File: src/rtl/sse_pkg.sv
`timescale 1ns/1ps
package sse_pkg;
  localparam int BANK_COUNT = 8;
  localparam int BANK_IDX_W = 3;

  typedef enum logic [1:0] {
    OPK_NONE,
    OPK_CTL_PUSH,
    OPK_SYS_MOVE,
    OPK_SYS_PUSH
  } opk_e;

  typedef enum logic [3:0] {
    SRC_STATUS,
    SRC_GLOBAL,
    SRC_VECTOR,
    SRC_SAVED_ST,
    SRC_SAVED_PC,
    SRC_MAC_HI,
    SRC_MAC_LO,
    SRC_RET,
    SRC_BANK
  } src_e;

  typedef struct packed {
    opk_e                  kind;
    src_e                  src;
    logic [BANK_IDX_W-1:0] bank;
    logic [3:0]            rn;
    logic                  bad_sel;
    logic                  priv_only;
  } dec_t;
endpackage

File: src/rtl/sse_decode.sv
`timescale 1ns/1ps
module sse_decode
  import sse_pkg::*;
(
  input  logic [15:0] opcode,
  output dec_t        dec
);
  logic is_ctl;
  logic is_sys;

  always_comb begin
    is_ctl = (opcode[15:12] == 4'h4) && (opcode[3:0] == 4'h3);
    is_sys = (opcode[7:6] == 2'b00) &&
             (((opcode[15:12] == 4'h4) && (opcode[3:0] == 4'h2)) ||
              ((opcode[15:12] == 4'h0) && (opcode[3:0] == 4'hA)));
  end

  always_comb begin
    dec           = '0;
    dec.kind      = OPK_NONE;
    dec.src       = SRC_STATUS;
    dec.rn        = opcode[11:8];
    dec.bank      = opcode[6:4];
    if (is_ctl) begin
      dec.kind      = OPK_CTL_PUSH;
      dec.priv_only = (opcode[7:4] != 4'h1);
      if (opcode[7]) begin
        dec.src = SRC_BANK;
      end else begin
        case (opcode[6:4])
          3'd0:    dec.src = SRC_STATUS;
          3'd1:    dec.src = SRC_GLOBAL;
          3'd2:    dec.src = SRC_VECTOR;
          3'd3:    dec.src = SRC_SAVED_ST;
          3'd4:    dec.src = SRC_SAVED_PC;
          default: begin
            dec.bad_sel   = 1'b1;
            dec.priv_only = 1'b0;
          end
        endcase
      end
    end else if (is_sys) begin
      dec.kind = opcode[14] ? OPK_SYS_PUSH : OPK_SYS_MOVE;
      case (opcode[5:4])
        2'd0:    dec.src = SRC_MAC_HI;
        2'd1:    dec.src = SRC_MAC_LO;
        2'd2:    dec.src = SRC_RET;
        default: dec.bad_sel = 1'b1;
      endcase
    end
  end
endmodule

File: src/rtl/sse_src_mux.sv
`timescale 1ns/1ps
module sse_src_mux
  import sse_pkg::*;
#(
  parameter int XLEN = 32
) (
  input  src_e                       src,
  input  logic [BANK_IDX_W-1:0]      bank,
  input  logic [XLEN-1:0]            sr_in,
  input  logic [XLEN-1:0]            gbr_in,
  input  logic [XLEN-1:0]            vbr_in,
  input  logic [XLEN-1:0]            ssr_in,
  input  logic [XLEN-1:0]            spc_in,
  input  logic [BANK_COUNT*XLEN-1:0] bank_flat,
  input  logic [XLEN-1:0]            mach_in,
  input  logic [XLEN-1:0]            macl_in,
  input  logic [XLEN-1:0]            pr_in,
  output logic [XLEN-1:0]            value
);
  logic [XLEN-1:0] bank_arr [BANK_COUNT];

  for (genvar g = 0; g < BANK_COUNT; g++) begin : g_bank
    assign bank_arr[g] = bank_flat[g*XLEN +: XLEN];
  end

  always_comb begin
    case (src)
      SRC_STATUS:   value = sr_in;
      SRC_GLOBAL:   value = gbr_in;
      SRC_VECTOR:   value = vbr_in;
      SRC_SAVED_ST: value = ssr_in;
      SRC_SAVED_PC: value = spc_in;
      SRC_MAC_HI:   value = mach_in;
      SRC_MAC_LO:   value = macl_in;
      SRC_RET:      value = pr_in;
      SRC_BANK:     value = bank_arr[bank];
      default:      value = '0;
    endcase
  end
endmodule

File: src/rtl/sse_seq.sv
`timescale 1ns/1ps
module sse_seq
  import sse_pkg::*;
#(
  parameter int XLEN         = 32,
  parameter int CTL_CYC      = 2,
  parameter int SYS_MOVE_CYC = 1,
  parameter int SYS_PUSH_CYC = 1,
  parameter int STEP         = 4
) (
  input  logic            clk,
  input  logic            rst_n,
  input  logic            issue_valid,
  input  dec_t            dec,
  input  logic            priv_mode,
  input  logic [XLEN-1:0] src_val,
  input  logic [XLEN-1:0] rd_data,
  output logic [3:0]      rd_idx,
  output logic            wr_en,
  output logic [3:0]      wr_idx,
  output logic [XLEN-1:0] wr_data,
  output logic            mem_we,
  output logic [XLEN-1:0] mem_addr,
  output logic [XLEN-1:0] mem_wdata,
  output logic            busy,
  output logic            done,
  output logic            priv_fault,
  output logic            illegal
);
  localparam int MAX_A   = (CTL_CYC > SYS_MOVE_CYC) ? CTL_CYC : SYS_MOVE_CYC;
  localparam int MAX_CYC = (MAX_A > SYS_PUSH_CYC) ? MAX_A : SYS_PUSH_CYC;
  localparam int CW      = $clog2(MAX_CYC + 1);

  logic [CW-1:0]   cnt_q, cnt_d;
  logic            first_q, first_d;
  logic            pf_q, pf_d;
  logic            il_q, il_d;
  opk_e            kind_q;
  logic [3:0]      rn_q;
  logic [XLEN-1:0] val_q;
  logic [XLEN-1:0] addr_q, addr_d;

  logic            accept, start, deny, known;
  logic            addr_en;
  logic [CW-1:0]   cyc_sel;
  logic [XLEN-1:0] addr_calc;
  logic            is_push;

  // next-state logic
  always_comb begin
    accept  = issue_valid && (cnt_q == '0);
    known   = (dec.kind != OPK_NONE);
    deny    = dec.priv_only && !priv_mode;
    start   = accept && known && !dec.bad_sel && !deny;
    pf_d    = accept && known && !dec.bad_sel && deny;
    il_d    = accept && known && dec.bad_sel;

    case (dec.kind)
      OPK_CTL_PUSH: cyc_sel = CW'(CTL_CYC);
      OPK_SYS_MOVE: cyc_sel = CW'(SYS_MOVE_CYC);
      OPK_SYS_PUSH: cyc_sel = CW'(SYS_PUSH_CYC);
      default:      cyc_sel = '0;
    endcase

    if (start)              cnt_d = cyc_sel;
    else if (cnt_q != '0)   cnt_d = cnt_q - 1'b1;
    else                    cnt_d = cnt_q;

    if (start)              first_d = 1'b1;
    else if (cnt_q != '0)   first_d = 1'b0;
    else                    first_d = first_q;

    addr_calc = rd_data - XLEN'(STEP);
    addr_en   = (cnt_q != '0) && first_q;
    addr_d    = addr_en ? addr_calc : addr_q;
  end

  // control registers
  always_ff @(posedge clk or negedge rst_n) begin
    if (!rst_n) begin
      cnt_q   <= '0;
      first_q <= 1'b0;
      pf_q    <= 1'b0;
      il_q    <= 1'b0;
    end else begin
      cnt_q   <= cnt_d;
      first_q <= first_d;
      pf_q    <= pf_d;
      il_q    <= il_d;
    end
  end

  // datapath registers, clock-enabled
  always_ff @(posedge clk) begin
    if (start) begin
      kind_q <= dec.kind;
      rn_q   <= dec.rn;
      val_q  <= src_val;
    end
    if (addr_en) begin
      addr_q <= addr_d;
    end
  end

  // outputs
  always_comb begin
    busy       = (cnt_q != '0);
    done       = (cnt_q == CW'(1));
    is_push    = (kind_q != OPK_SYS_MOVE);
    rd_idx     = rn_q;
    wr_en      = busy && first_q;
    wr_idx     = rn_q;
    wr_data    = is_push ? addr_calc : val_q;
    mem_we     = done && is_push;
    mem_addr   = first_q ? addr_calc : addr_q;
    mem_wdata  = val_q;
    priv_fault = pf_q;
    illegal    = il_q;
  end
endmodule

File: src/rtl/sysreg_store_exec.sv
`timescale 1ns/1ps
module sysreg_store_exec
  import sse_pkg::*;
#(
  parameter int XLEN         = 32,
  parameter int CTL_CYC      = 2,
  parameter int SYS_MOVE_CYC = 1,
  parameter int SYS_PUSH_CYC = 1,
  parameter int STEP         = 4
) (
  input  logic                       clk,
  input  logic                       rst_n,
  input  logic                       issue_valid,
  input  logic [15:0]                opcode,
  input  logic                       priv_mode,
  input  logic [XLEN-1:0]            sr_in,
  input  logic [XLEN-1:0]            gbr_in,
  input  logic [XLEN-1:0]            vbr_in,
  input  logic [XLEN-1:0]            ssr_in,
  input  logic [XLEN-1:0]            spc_in,
  input  logic [BANK_COUNT*XLEN-1:0] bank_flat,
  input  logic [XLEN-1:0]            mach_in,
  input  logic [XLEN-1:0]            macl_in,
  input  logic [XLEN-1:0]            pr_in,
  output logic [3:0]                 rd_idx,
  input  logic [XLEN-1:0]            rd_data,
  output logic                       wr_en,
  output logic [3:0]                 wr_idx,
  output logic [XLEN-1:0]            wr_data,
  output logic                       mem_we,
  output logic [XLEN-1:0]            mem_addr,
  output logic [XLEN-1:0]            mem_wdata,
  output logic                       busy,
  output logic                       done,
  output logic                       priv_fault,
  output logic                       illegal
);
  dec_t            dec;
  logic [XLEN-1:0] src_val;

  sse_decode u_dec (
    .opcode (opcode),
    .dec    (dec)
  );

  sse_src_mux #(.XLEN(XLEN)) u_mux (
    .src       (dec.src),
    .bank      (dec.bank),
    .sr_in     (sr_in),
    .gbr_in    (gbr_in),
    .vbr_in    (vbr_in),
    .ssr_in    (ssr_in),
    .spc_in    (spc_in),
    .bank_flat (bank_flat),
    .mach_in   (mach_in),
    .macl_in   (macl_in),
    .pr_in     (pr_in),
    .value     (src_val)
  );

  sse_seq #(
    .XLEN         (XLEN),
    .CTL_CYC      (CTL_CYC),
    .SYS_MOVE_CYC (SYS_MOVE_CYC),
    .SYS_PUSH_CYC (SYS_PUSH_CYC),
    .STEP         (STEP)
  ) u_seq (
    .clk         (clk),
    .rst_n       (rst_n),
    .issue_valid (issue_valid),
    .dec         (dec),
    .priv_mode   (priv_mode),
    .src_val     (src_val),
    .rd_data     (rd_data),
    .rd_idx      (rd_idx),
    .wr_en       (wr_en),
    .wr_idx      (wr_idx),
    .wr_data     (wr_data),
    .mem_we      (mem_we),
    .mem_addr    (mem_addr),
    .mem_wdata   (mem_wdata),
    .busy        (busy),
    .done        (done),
    .priv_fault  (priv_fault),
    .illegal     (illegal)
  );
endmodule

File: config.mk
export PLATFORM = sky130hd
export DESIGN_NAME = sysreg_store_exec
export DESIGN_NICKNAME = d
export VERILOG_FILES = /design/src/rtl/sse_pkg.sv /design/src/rtl/sse_decode.sv /design/src/rtl/sse_src_mux.sv /design/src/rtl/sse_seq.sv /design/src/rtl/sysreg_store_exec.sv
export SDC_FILE = /design/constraint.sdc
export NUM_CORES = 1
export LEC_CHECK = 0
export BUFFER_PORTS_ARGS = -buffer_cell sky130_fd_sc_hd__buf_2
export CAP_MARGIN = 20
export CORE_AREA = 8 8 258 260
export CTS_CLUSTER_SIZE = 16
export DETAILED_ROUTE_END_ITERATION = 6
export DIE_AREA = 0 0 266 268
export SYNTH_ARGS = -nofsm -noshare
export SYNTH_HDL_FRONTEND = slang
export SYNTH_SLANG_ARGS = --single-unit
File: constraint.sdc
create_clock -name clk -period 3.6 [get_ports clk]
set_input_delay 0 -clock clk [delete_from_list [all_inputs] [get_ports clk]]
set_output_delay 0 -clock clk [all_outputs]
set_load 0.02 [all_outputs]
==> qor.csv <==
stage,metric,value,unit
run_status,status,"complete, no violations",
clock_tree,"Reg clk slew, reported paths",0.08,ns
setup_path,critical path launch point type,input port,
logic_synthesis,yosys synthesis warning count,0,
timing,# setup viols final,0,
timing,TNS Setup,0,ns
cells_and_area,area grow syn2layout,67.5,%
timing,Tmin final,3.45,ns
timing,Slew headroom,0.281,
run,max_cap viols,0,
cells_and_area,layout net count,2093,
setup_path,slowest stage cell on the critical path,nor3_2,
setup_path,CP most frequent cell,dlygate4sd3_1,
pwr,sw power,1.03,mW
setup_path,critical path type,in2reg,
grt,initial antenna violation count,54,
placed_design,HPWL after detailed placement,61.0,mm
detailed_routing,Routed Antenna Nets,0,
pwr,Power Internal,2.02,mW
detailed_routing,WL final,69.1,mm
logic_synthesis,sequential area share after synthesis,0.278,
pwr,VDD IR max,0.000212,V
logic_synthesis,post-synth cell types,54,
pwr,Logic pwr share,0.362,
logic_synthesis,most common flop cell mapped by yosys,edfxtp_1,
placed_design,Port Buffers,673,
clock_tree,Clock Path Buffers,2,
timing,Clock Skews,0.0134,ns
floorplanning,site row count,92,
logic_synthesis,Post-Syn Nets,1392,
detailed_routing,drt via density,4.39,
cells_and_area,most frequent cells in the layout,"672 x buf_2, 96 x nor2_1, 73 x a21oi_1",
setup_path,WP data arrival,3.72,ns
pwr,PD cells,228,nW/um^2
floorplanning,Die Span Y,268,um
timing,final hold violation count,0,
grt,largest net degree at the start of global routing,65,
logic_synthesis,Post-synth EDFFs,70,
logic_synthesis,syn_area_per_cell,9.75,sq um
clock_tree,Clock Sinks,75,
detailed_routing,Remaining DRCs,0,
detailed_routing,first-pass detailed-route iteration total,7,
pwr,clock share of power,0.318,
timing,fmax,0.290,GHz
worst_hold_path,min-delay worst type,in2async,
timing,"Slew Viols, Final",0,
floorplanning,Die ar.,71300,sq um
floorplanning,initial core utilization,0.128,
grt,first-pass GRT wire length,90.2,mm
grt,GRT Overall Usage,0.184,
pwr,sw frac,0.337,
grt,GRT overflow,0,
pwr,leakage power,5.89,nW
cells_and_area,share of layout cells above drive strength 1,0.576,
setup_path,Critical Path Sink Type,flip-flop,
logic_synthesis,asr flop ratio synth,0.0667,
timing,Final Cycle Share,0.959,
clock_tree,CTS Buf Count,9,
timing,worst hold margin,0.00517,ns
setup_path,crit-path cells,"dlygate4sd3_1, buf_2, xnor2_1, o32a_1, nor2_4, buf_4, nor3_2, a21oi_1, nand3_1, dlygate4sd3_1",
setup_path,crit path max fanout,13,
logic_synthesis,"Cell Area, Synth",8010,sq um
floorplanning,Die Wd,266,um
pwr,power share of the sequential group,0.320,
floorplanning,Ports,674,
setup_path,critical path's largest stage delay,0.89,ns
clock_tree,CTS root buf,clkbuf_16,
detailed_routing,routed len/inst,29.0,um
logic_synthesis,"flops & latches, synth",75,
clock_tree,Worst-Skew Late Latency,0.39,ns
logic_synthesis,cell count after synthesis,821,
grt,number of global-route vias before repair,10800,
cells_and_area,"commonest non-fill, non-tap cell in the layout",buf_2,
timing,Worst-Margin Slew,1.07,ns
timing,unrepaired setup endpoints after global routing,false,
clock_tree,CTS tree,yes,
detailed_routing,DRT iter0 DRCs,855,
detailed_routing,vias post-DR,10500,
floorplanning,core area,62400,sq um
clock_tree,H-tree Lvls,3,
placed_design,gp weighted congestion,0.948,
setup_path,critical path required time,3.86,ns
==> state kept, by name (all words and copies together) (netlist names) <==
signal	flops
u_seq.addr_q	32
u_seq.cnt_q	2
u_seq.first_q	1
u_seq.illegal	1
u_seq.kind_q	2
u_seq.mem_wdata	32
u_seq.priv_fault	1
u_seq.rd_idx	4
==> synth_stat cells, drive strengths merged, types with 5 or more instances <==
| master | n | area [sq um] |
|---|---|---|
| o21ai | 11 | 55.1 |
| clkbuf | 59 | 221 |
| a22o | 7 | 61.3 |
| nor2 | 98 | 368 |
| and2 | 6 | 37.5 |
| nand3 | 22 | 110 |
| edfxtp | 70 | 2100 |
| a22oi | 36 | 270 |
| nand2 | 45 | 169 |
| o211ai | 23 | 173 |
| mux4 | 64 | 1440 |
| nor4 | 6 | 50.0 |
| buf | 13 | 65.1 |
| xnor2 | 23 | 201 |
| a21oi | 74 | 370 |
| ha | 7 | 87.6 |
| o22a | 5 | 43.8 |
| xor2 | 7 | 61.3 |
| and3 | 6 | 37.5 |
| or3 | 7 | 43.8 |
| dfrtp | 5 | 125 |
| mux2 | 63 | 709 |
| o22ai | 6 | 37.5 |
| inv | 39 | 146 |
| a222oi | 15 | 150 |
| mux2i | 33 | 330 |
| or4 | 7 | 60.1 |
| nor3 | 17 | 85.1 |
==> power by group through the flow <==
stage                     Combinational, mW  Clock, mW  Sequential (mW)
after global routing                   1.19       1.05            0.979
after floorplan                       0.487          0            0.994
final                                  1.10      0.971            0.977
after CTS                              1.12       1.03            0.977
after detailed placement               1.06          0            0.996
after global placement                 1.06          0            0.996
==> kinds of logic (layout without fill, tap and decap cells) <==
family,count (synthesis),in the layout,share of synthesized area
other,0,9,0
AOI/OAI and AO/OA,204,204,0.175
adders and majority gates,7,7,0.0109
muxes,160,160,0.310
and+or+nand+nor,234,234,0.140
DFF,75,75,0.278
buffers and inverters,111,817,0.0541
xor gates and xnor gates,30,30,0.0328
==> layer usage <==
metal / GRT usage / wire length (um) / up-vias
met5: 0 / 223 / -
met4: 0.0412 / 1360 / 36
met3: 0.0540 / 5770 / 95
met2: 0.309 / 32600 / 695
met1: 0.232 / 29200 / 5021
li1: - / - / 4618
==> worst max-delay path: cells and delay by family <==
kind	cells	cell delay, ns
and+or+nand+nor	3	1.16
xor gates and xnor gates	1	0.41
buffers and inverters	4	1.53
AOI/OAI and AO/OA	2	0.59
==> path summary, 6_finish.rpt <==
path / depth (start not counted) / from / to / slack [ns]
min in group clk: 3 / spc_in[25] / u_seq.mem_wdata[25] / 0.03
min reg2reg: 3 / u_seq.cnt_q[1] / u_seq.cnt_q[1] / 0.63
max: 10 / opcode[14] / u_seq.mem_wdata[14] / 0.15
max reg2reg: 6 / u_seq.cnt_q[0] / u_seq.rd_idx[3] / 1.48
min: 2 / rst_n / u_seq.cnt_q[0] / 0.005
max in group asynchronous: 2 / rst_n / u_seq.first_q / 3.42
==> cell type report <==
cell class	instances	area, sq um
diodes	9	22.5
clock buffers	9	225
clock inverters	7	67.6
fillers	7025	49000
inverters	39	146
multi-input cells	635	5470
flip-flops and latches	75	2230
well taps	846	1060
repair buffers	762	4200
==> through the flow <==
step | worst slack (ns) | area (sq um) | utilization | std cells | total power, mW
floorplan | 0.229 | 8010 | - | 821 | 1.48
CTS | 0.137 | 13400 | 0.214 | 2373 | 3.13
global route | 0.0399 | 13400 | 0.215 | 2380 | 3.22
global placement | 0.498 | 12500 | 0.201 | 2300 | 2.05
detailed placement | 0.539 | 12500 | 0.201 | 2302 | 2.06
finish | 0.148 | 13400 | 0.215 | 2382 | 3.05
==> what timing repair did <==
| action | 4_1_cts | 5_1_grt |
|---|---|---|
| hold buffers | 55 | 0 |
| setup buffers | 0 | 0 |
| gates resized for setup | 0 | 2 |
| setup endpoints to repair | 0 | 2 |
| hold endpoints to repair | 49 | 0 |
Power figures use the tool's default switching activity.
